**config.mk**
```make
export PLATFORM = sky130hd
export DESIGN_NAME = dual_pwm_dz
export DESIGN_NICKNAME = d
export VERILOG_FILES = /design/src/rtl/dual_pwm_dz_pkg.sv /design/src/rtl/dual_pwm_dz_ctrl.sv /design/src/rtl/dual_pwm_dz_dp.sv /design/src/rtl/dual_pwm_dz.sv
export SDC_FILE = /design/constraint.sdc
export NUM_CORES = 1
export LEC_CHECK = 0
export BUFFER_PORTS_ARGS = -buffer_cell sky130_fd_sc_hd__buf_4
export CAP_MARGIN = 10
export CORE_AREA = 4 4 156 158
export CTS_BUF_LIST = sky130_fd_sc_hd__clkbuf_16
export DETAILED_ROUTE_END_ITERATION = 6
export DIE_AREA = 0 0 160 162
export PLACE_DENSITY = 0.8
export SLEW_MARGIN = 20
export SYNTH_ARGS = -nofsm -noshare
export SYNTH_HDL_FRONTEND = slang
export SYNTH_HIERARCHICAL = 1
export SYNTH_SLANG_ARGS = --single-unit
```
**constraint.sdc**
```tcl
create_clock -name clk -period 3.3 [get_ports clk]
set_input_delay 0.165 -clock clk [delete_from_list [all_inputs] [get_ports clk]]
set_output_delay 0.165 -clock clk [all_outputs]
set_load 0.005 [all_outputs]
```
**src/rtl/dual_pwm_dz_pkg.sv**
```systemverilog
package dual_pwm_dz_pkg;
  localparam int NCH = 2;

  localparam int A_CTRL = 0;
  localparam int A_TIME = 1;
  localparam int A_DIV  = 2;
  localparam int A_PER0 = 3;
  localparam int A_CMP0 = 4;
  localparam int A_FLAG = 7;
  localparam int A_IEN  = 8;
  localparam int A_CNT0 = 9;

  typedef struct packed {
    logic [NCH-1:0] tick;
    logic [NCH-1:0] run;
  } pwmStrobes_t;
endpackage

```
**src/rtl/dual_pwm_dz_ctrl.sv**
```systemverilog
module dual_pwm_dz_ctrl
  import dual_pwm_dz_pkg::*;
#(
  parameter int CNT_W  = 16,
  parameter int PS_W   = 8,
  parameter int DT_W   = 8,
  parameter int ADDR_W = 4
) (
  input  logic                        clk,
  input  logic                        rstN,
  input  logic                        wrEn,
  input  logic [ADDR_W-1:0]           addr,
  input  logic [CNT_W-1:0]            wrData,
  output logic [CNT_W-1:0]            rdData,
  input  logic [NCH-1:0]              periodHit,
  input  logic [NCH-1:0]              dutyHit,
  input  logic [NCH-1:0][CNT_W-1:0]   cntVec,
  output pwmStrobes_t                 strobes,
  output logic [NCH-1:0][CNT_W-1:0]   perVec,
  output logic [NCH-1:0][CNT_W-1:0]   cmpVec,
  output logic [NCH-1:0]              cmpInv,
  output logic [NCH-1:0]              outInv,
  output logic [NCH-1:0]              oe,
  output logic                        dzEn,
  output logic [DT_W-1:0]             deadTime,
  output logic [2*NCH-1:0]            flagVec,
  output logic [2*NCH-1:0]            ienVec
);
  localparam int CTRL_W = 9;

  logic [CTRL_W-1:0]     ctrlReg;
  logic [PS_W-1:0]       psReg;
  logic [PS_W-1:0]       psCnt;
  logic                  psTick;
  logic [NCH-1:0][2:0]   divSel;
  logic [NCH-1:0]        tickVec;
  logic                  flagClr;

  assign strobes.run  = ctrlReg[1:0];
  assign strobes.tick = tickVec;
  assign cmpInv       = ctrlReg[3:2];
  assign outInv       = ctrlReg[5:4];
  assign dzEn         = ctrlReg[6];
  assign oe           = ctrlReg[8:7];

  // register writes
  always_ff @(posedge clk or negedge rstN) begin
    if (!rstN) begin
      ctrlReg  <= '0;
      psReg    <= '0;
      deadTime <= '0;
      divSel   <= '0;
      perVec   <= '0;
      cmpVec   <= '0;
      ienVec   <= '0;
    end else if (wrEn) begin
      case (addr)
        ADDR_W'(A_CTRL): ctrlReg <= wrData[CTRL_W-1:0];
        ADDR_W'(A_TIME): {deadTime, psReg} <= wrData[PS_W+DT_W-1:0];
        ADDR_W'(A_DIV): begin
          for (int c = 0; c < NCH; c++) divSel[c] <= wrData[4*c +: 3];
        end
        ADDR_W'(A_IEN): ienVec <= wrData[2*NCH-1:0];
        default: ;
      endcase
      for (int c = 0; c < NCH; c++) begin
        if (addr == ADDR_W'(A_PER0 + 2*c)) perVec[c] <= wrData;
        if (addr == ADDR_W'(A_CMP0 + 2*c)) cmpVec[c] <= wrData;
      end
    end
  end

  // event flags, set beats clear
  assign flagClr = wrEn && (addr == ADDR_W'(A_FLAG));
  always_ff @(posedge clk or negedge rstN) begin
    if (!rstN) flagVec <= '0;
    else flagVec <= (flagVec & ~(flagClr ? wrData[2*NCH-1:0] : '0)) | {dutyHit, periodHit};
  end

  // shared prescaler
  assign psTick = (psCnt >= psReg);
  always_ff @(posedge clk or negedge rstN) begin
    if (!rstN) psCnt <= '0;
    else psCnt <= psTick ? '0 : psCnt + 1'b1;
  end

  // per-channel dividers
  for (genvar c = 0; c < NCH; c++) begin : g_div
    logic [3:0] divCnt;
    logic [4:0] divN;
    logic       divLast;
    always_comb begin
      case (divSel[c])
        3'b000:  divN = 5'd2;
        3'b001:  divN = 5'd4;
        3'b010:  divN = 5'd8;
        3'b011:  divN = 5'd16;
        default: divN = 5'd1;
      endcase
    end
    assign divLast    = ({1'b0, divCnt} >= (divN - 5'd1));
    assign tickVec[c] = strobes.run[c] && psTick && divLast;
    always_ff @(posedge clk or negedge rstN) begin
      if (!rstN) divCnt <= '0;
      else if (!strobes.run[c]) divCnt <= '0;
      else if (psTick) divCnt <= divLast ? '0 : divCnt + 1'b1;
    end
  end

  // read mux
  always_comb begin
    rdData = '0;
    case (addr)
      ADDR_W'(A_CTRL):     rdData = CNT_W'(ctrlReg);
      ADDR_W'(A_TIME):     rdData = CNT_W'({deadTime, psReg});
      ADDR_W'(A_DIV):      rdData = CNT_W'({1'b0, divSel[1], 1'b0, divSel[0]});
      ADDR_W'(A_PER0):     rdData = perVec[0];
      ADDR_W'(A_CMP0):     rdData = cmpVec[0];
      ADDR_W'(A_PER0 + 2): rdData = perVec[1];
      ADDR_W'(A_CMP0 + 2): rdData = cmpVec[1];
      ADDR_W'(A_FLAG):     rdData = CNT_W'(flagVec);
      ADDR_W'(A_IEN):      rdData = CNT_W'(ienVec);
      ADDR_W'(A_CNT0):     rdData = cntVec[0];
      ADDR_W'(A_CNT0 + 1): rdData = cntVec[1];
      default:             rdData = '0;
    endcase
  end
endmodule

```
**src/rtl/dual_pwm_dz_dp.sv**
```systemverilog
module dual_pwm_dz_dp
  import dual_pwm_dz_pkg::*;
#(
  parameter int CNT_W = 16,
  parameter int DT_W  = 8
) (
  input  logic                        clk,
  input  logic                        rstN,
  input  pwmStrobes_t                 strobes,
  input  logic [NCH-1:0][CNT_W-1:0]   perVec,
  input  logic [NCH-1:0][CNT_W-1:0]   cmpVec,
  input  logic [NCH-1:0]              cmpInv,
  input  logic                        dzEn,
  input  logic [DT_W-1:0]             deadTime,
  output logic [NCH-1:0][CNT_W-1:0]   cntVec,
  output logic [NCH-1:0]              periodHit,
  output logic [NCH-1:0]              dutyHit,
  output logic [NCH-1:0]              dzLvl
);
  logic [NCH-1:0] cmpLvl;
  logic [NCH-1:0] target;

  for (genvar c = 0; c < NCH; c++) begin : g_ch
    logic [CNT_W-1:0] cnt;
    logic [CNT_W-1:0] perAct;
    logic [CNT_W-1:0] cmpAct;
    logic             rawLvl;

    // down-counter; period and compare latched at reload
    always_ff @(posedge clk or negedge rstN) begin
      if (!rstN) begin
        cnt    <= '0;
        perAct <= '0;
        cmpAct <= '0;
      end else if (!strobes.run[c]) begin
        cnt    <= '0;
        perAct <= '0;
        cmpAct <= '0;
      end else if (strobes.tick[c]) begin
        if (cnt == '0) begin
          cnt    <= perVec[c];
          perAct <= perVec[c];
          cmpAct <= cmpVec[c];
        end else begin
          cnt <= cnt - CNT_W'(1);
        end
      end
    end

    assign rawLvl       = (cmpAct != '0) && ((cnt > cmpAct) || (cmpAct >= perAct));
    assign cmpLvl[c]    = rawLvl ^ cmpInv[c];
    assign periodHit[c] = strobes.tick[c] && (cnt == CNT_W'(1));
    assign dutyHit[c]   = strobes.tick[c] && (cnt != '0) && (cnt == cmpAct + CNT_W'(1));
    assign cntVec[c]    = cnt;
  end

  assign target[0] = cmpLvl[0];
  assign target[1] = dzEn ? ~cmpLvl[0] : cmpLvl[1];

  // dead-time stage: falls pass after one register, rises wait deadTime more
  for (genvar c = 0; c < NCH; c++) begin : g_dz
    logic [DT_W-1:0] dCnt;
    logic            dzQ;
    always_ff @(posedge clk or negedge rstN) begin
      if (!rstN) begin
        dzQ  <= 1'b0;
        dCnt <= '0;
      end else if (!target[c]) begin
        dzQ  <= 1'b0;
        dCnt <= '0;
      end else if (dzQ) begin
        dCnt <= '0;
      end else if (!dzEn || dCnt == deadTime) begin
        dzQ  <= 1'b1;
        dCnt <= '0;
      end else begin
        dCnt <= dCnt + 1'b1;
      end
    end
    assign dzLvl[c] = dzQ;
  end
endmodule

```
**src/rtl/dual_pwm_dz.sv**
```systemverilog
module dual_pwm_dz
  import dual_pwm_dz_pkg::*;
#(
  parameter int CNT_W  = 16,
  parameter int PS_W   = 8,
  parameter int DT_W   = 8,
  parameter int ADDR_W = 4
) (
  input  logic              clk,
  input  logic              rstN,
  input  logic              wrEn,
  input  logic [ADDR_W-1:0] addr,
  input  logic [CNT_W-1:0]  wrData,
  output logic [CNT_W-1:0]  rdData,
  output logic [NCH-1:0]    pwmOut,
  output logic              irq
);
  pwmStrobes_t                strobes;
  logic [NCH-1:0][CNT_W-1:0]  perVec;
  logic [NCH-1:0][CNT_W-1:0]  cmpVec;
  logic [NCH-1:0][CNT_W-1:0]  cntVec;
  logic [NCH-1:0]             cmpInv;
  logic [NCH-1:0]             outInv;
  logic [NCH-1:0]             oe;
  logic                       dzEn;
  logic [DT_W-1:0]            deadTime;
  logic [2*NCH-1:0]           flagVec;
  logic [2*NCH-1:0]           ienVec;
  logic [NCH-1:0]             periodHit;
  logic [NCH-1:0]             dutyHit;
  logic [NCH-1:0]             dzLvl;
  logic [NCH-1:0]             tickVec;

  assign tickVec = strobes.tick;

  dual_pwm_dz_ctrl #(.CNT_W(CNT_W), .PS_W(PS_W), .DT_W(DT_W), .ADDR_W(ADDR_W)) u_ctrl (
    .clk(clk), .rstN(rstN), .wrEn(wrEn), .addr(addr), .wrData(wrData), .rdData(rdData),
    .periodHit(periodHit), .dutyHit(dutyHit), .cntVec(cntVec), .strobes(strobes),
    .perVec(perVec), .cmpVec(cmpVec), .cmpInv(cmpInv), .outInv(outInv), .oe(oe),
    .dzEn(dzEn), .deadTime(deadTime), .flagVec(flagVec), .ienVec(ienVec)
  );

  dual_pwm_dz_dp #(.CNT_W(CNT_W), .DT_W(DT_W)) u_dp (
    .clk(clk), .rstN(rstN), .strobes(strobes), .perVec(perVec), .cmpVec(cmpVec),
    .cmpInv(cmpInv), .dzEn(dzEn), .deadTime(deadTime), .cntVec(cntVec),
    .periodHit(periodHit), .dutyHit(dutyHit), .dzLvl(dzLvl)
  );

  assign pwmOut = oe & (dzLvl ^ outInv);
  assign irq    = |(flagVec & ienVec);
endmodule

```
==> summary.txt <==
Run status
  – Status: finished, violations left
  – Violated checks: design-rule violations

Power and ir drop
  – Int Pwr: between 5 and 6 mW
  – Seq pwr share: 43.3%
  – Final Power: 8.76 mW
  – LEAKAGE: 7.23 nW
  – Power Dens Cells: 553 nW/µm²
  – Fraction of power spent switching nets: roughly a third
  – NetSw: around 3.1 mW
  – Clock power frac: 30.8%
  – Power share of the combinational group: 25.9%
  – VDD IR-drop max: ~0.00050 V

Floorplan
  – Die footprint: 25900 µm²
  – Initial core utilization: 61.7%
  – CORE AREA: between 20000 and 25000 µm²
  – I/O pins: 42
  – Die Span Y: roughly 160 µm
  – Chip width: ~160 µm
  – # rows: 56

Finish
  – Area growth from synthesis to layout: 11.1%
  – Share of cells above drive strength 1: approximately 13%
  – Final net count: between 1.5k and 2k
  – Most frequent cells in the layout: dfrtp_1, inv_1, ha_1
  – Most common cell after layout, fill and taps aside: dfrtp_1
  – Final core utilization: 68.5%
  – Number of inserted diodes: 0

Route
  – Post-Route WL: between 30 and 40 mm
  – Pre-Repair DR Iteration Count: 7
  – Antenna viol nets, final: 0
  – Drt wl/cell: about 23 µm
  – Routed via count: 11.8k
  – DR iter-0 viols: about 1.3k
  – Vias/cell: between 6 and 7
  – DRC Markers: 3

Min path
  – Hold path start: wrEn
  – Hold Crit Class: input pin to flop

Global route
  – Total global routing overflow: 0
  – Largest net degree at the start of global routing: 98
  – All-Layer GR Usage: approximately 31%
  – Global-route wire length before repair: roughly 64 mm
  – Initial antenna violation count: 0
  – Vias in the first global route: between 10k and 15k

Worst setup path
  – WP data arrival: ~3.5 ns
  – Crit path capture type: flop
  – Reg2reg setup slack: ~0.23 ns
  – Critical Path RT: roughly 3.8 ns
  – Crit Path Max Fanout: 16
  – Reg-to-Reg End: u_ctrl/flagVec[2]$_DFF_PN0_
  – Worst setup path class: flop to flop
  – R2R cell count: 13
  – Worst setup path end: u_ctrl/flagVec[2]$_DFF_PN0_
  – Crit start category: flop
  – Critical Path Start: u_ctrl/psCnt[0]$_DFF_PN0_
  – Reg-to-Reg Start: u_ctrl/psCnt[0]$_DFF_PN0_

Synth
  – Yosys warnings: 6
  – Avg Synthesized Cell Area: just over 10 µm²
  – Yosys reg bits: ~230
  – Distinct cells, synth: 84
  – Post-synthesis cell count: around 1.4k
  – Most used DFF post-synth: dfrtp_1
  – Syn Nets: roughly 1.5k
  – Post-synth EDFFs: 0
  – Netlist Area Pre-Place: about 14000 µm²
  – Seq/Total Area, Yosys: 40.9%
  – Ys async rst share: 100%

STA
  – RSZ-0062 raised after global routing: no
  – Setup tns final: 0 ns
  – Final setup fails: 0
  – Setup Skew: 0.0116 ns
  – Slew @ Worst Pin: 0.898 ns
  – Slew Limit Headroom: 39.8%
  – Final Critical Period: a little over 3 ns
  – Hold WS: 0.187 ns
  – Final worst-path cycle share: approximately 93%
  – Final Max Slew Viols: 0
  – Fmax: ~330 MHz
  – Final hold violations: 0

Clocking
  – Number of CTS-inserted buffers: 26
  – H-tree Lvls: 1
  – Clock sink count: approximately 230
  – Clock buffer depth: 3
  – Clk_lat worst skew: roughly 0.54 ns
  – Post-CTS Setup Repair Bufs: 0
  – CTS Root Cell: clkbuf_16
  – Reg clk slew, reported paths: 0.06 ns
  – TritonCTS clock tree: done

Placed design
  – Buffers added on ports: between 40 and 50
  – HPWL after DPL: roughly 29 mm
  – RD Place Congestion: just under 1

Run
  – Max Cap Violations: 0
cell usage after synthesis, types with 7 or more instances:
cell type,number,area share (%)
a21oi_1,57,2.0
and3_1,28,1.2
buf_2,32,1.1
a21o_1,12,0.63
a222oi_1,12,0.84
mux2i_1,11,0.77
nor4_1,13,0.57
a221oi_1,13,0.80
and2_1,7,0.31
a211oi_1,17,0.90
nand2_1,89,2.3
nand3_1,67,2.4
dfrtp_1,233,41
inv_1,97,2.6
o21ai_1,9,0.32
nor2_1,65,1.7
a22oi_1,31,1.6
clkbuf_1,23,0.61
mux2_1,62,4.9
a22o_1,64,3.9
xnor2_1,44,2.7
o21ai_0,51,1.8
or3_1,8,0.35
mux2_2,40,3.2
xor2_1,35,2.2
nor3_1,26,0.91
nor2b_1,8,0.35
nand4_1,18,0.79
o211ai_1,8,0.42
ha_1,95,8.3
per-stage QoR:
stage          cells  setup slack (ns)  cell area, µm²
2_1_floorplan   1405             0.345           14300
3_3_place_gp    1705             0.432           14900
3_5_place_dp    1705             0.243           14900
4_1_cts         1768             0.234           15800
5_1_grt         1768            0.0272           15800
6_report        1768             0.235           15800
state kept, by name (all words and copies together), names as in the netlist:
register / flops
u_dp/g_ch.cnt: 32
u_dp/g_dz.dCnt: 16
u_dp/g_ch.cmpAct: 32
u_ctrl/psReg: 8
u_ctrl/ienVec: 4
u_ctrl/psCnt: 8
u_dp/g_dz.dzQ: 2
u_dp/g_ch.perAct: 32
u_ctrl/g_div.divCnt: 8
u_ctrl/divSel: 6
u_ctrl/flagVec: 4
u_ctrl/perVec: 32
u_ctrl/ctrlReg: 9
u_ctrl/cmpVec: 32
u_ctrl/deadTime: 8
worst max-delay path, stage by stage, from the launching register on:
cell and delay (ns):
dfrtp_1 0.43, inv_1 0.07, ha_1 0.26, nand2b_1 0.10, a31oi_1 0.12, o311ai_2 0.28
buf_6 0.23, and3_1 0.21, nor4b_1 0.34, nand3_1 0.17, a2111oi_2 0.27, nand3_1 0.15
nor4_2 0.26, a21o_1 0.10
worst min path at each step:
stage / endpoint / slack (ns) / cells past startpoint
3_3_place_gp: u_dp/g_dz[1].dCnt[2]$_DFF_PN0_ / 0.25 / 1
2_1_floorplan: u_ctrl/cmpVec[0]$_DFFE_PN0P_ / -0.13 / 0
3_5_place_dp: u_dp/g_dz[1].dCnt[1]$_DFF_PN0_ / 0.25 / 1
6_report: u_ctrl/ienVec[3]$_DFFE_PN0P_ / 0.19 / 3
4_1_cts: u_ctrl/ienVec[3]$_DFFE_PN0P_ / 0.17 / 3
5_1_grt: u_ctrl/ienVec[2]$_DFFE_PN0P_ / 0.20 / 3
timing repair:
action                                  in CTS  in global routing
gates resized for setup                      0                  1
hold endpoints to repair                   189                  0
hold buffers                                17                  0
endpoints found under the setup margin       0                  1
metal layers:
metal | share of wire [%] | wire length, µm | track usage [%] | up-vias
met3 | 8.7 | 3500 | 5.25 | 128
met2 | 46 | 18200 | 48.5 | 629
li1 | - | - | - | 5284
met1 | 41 | 16400 | 42.3 | 5803
met4 | 4.8 | 1900 | 12.8 | 0
met5 | 0 | 0 | 0 | -
cell type report:
cell class,instances,area (µm²)
fill,1686,7290
clock buffer,27,676
sequential,233,5830
timing repair buffer,94,785
multi-input combinational,1006,7700
clock inverter,19,106
tap,290,363
inverter,99,372
cells by family (layout without fill, tap and decap cells):
| kind of cell | Yosys count | after routing | share of synthesized area (%) |
|---|---|---|---|
| xor gates and xnor gates | 80 | 80 | 4.97 |
| adders and majority gates | 95 | 95 | 8.34 |
| DFF | 233 | 233 | 40.9 |
| muxes | 114 | 114 | 8.99 |
| buffers and inverters | 166 | 239 | 5.11 |
| and+or+nand+nor | 387 | 387 | 14.9 |
| AOI/OAI and AO/OA | 330 | 330 | 16.8 |
power groups by stage:
stage / sequential (mW) / clock, mW / combinational (mW)
floorplan: 3.56 / 0 / 1.63
global placement: 3.82 / 0 / 2.08
detailed placement: 3.83 / 0 / 2.17
CTS: 3.78 / 2.74 / 2.21
global route: 3.82 / 2.85 / 2.48
finish: 3.79 / 2.70 / 2.27
Note: power is estimated with default switching activity, not from simulation.
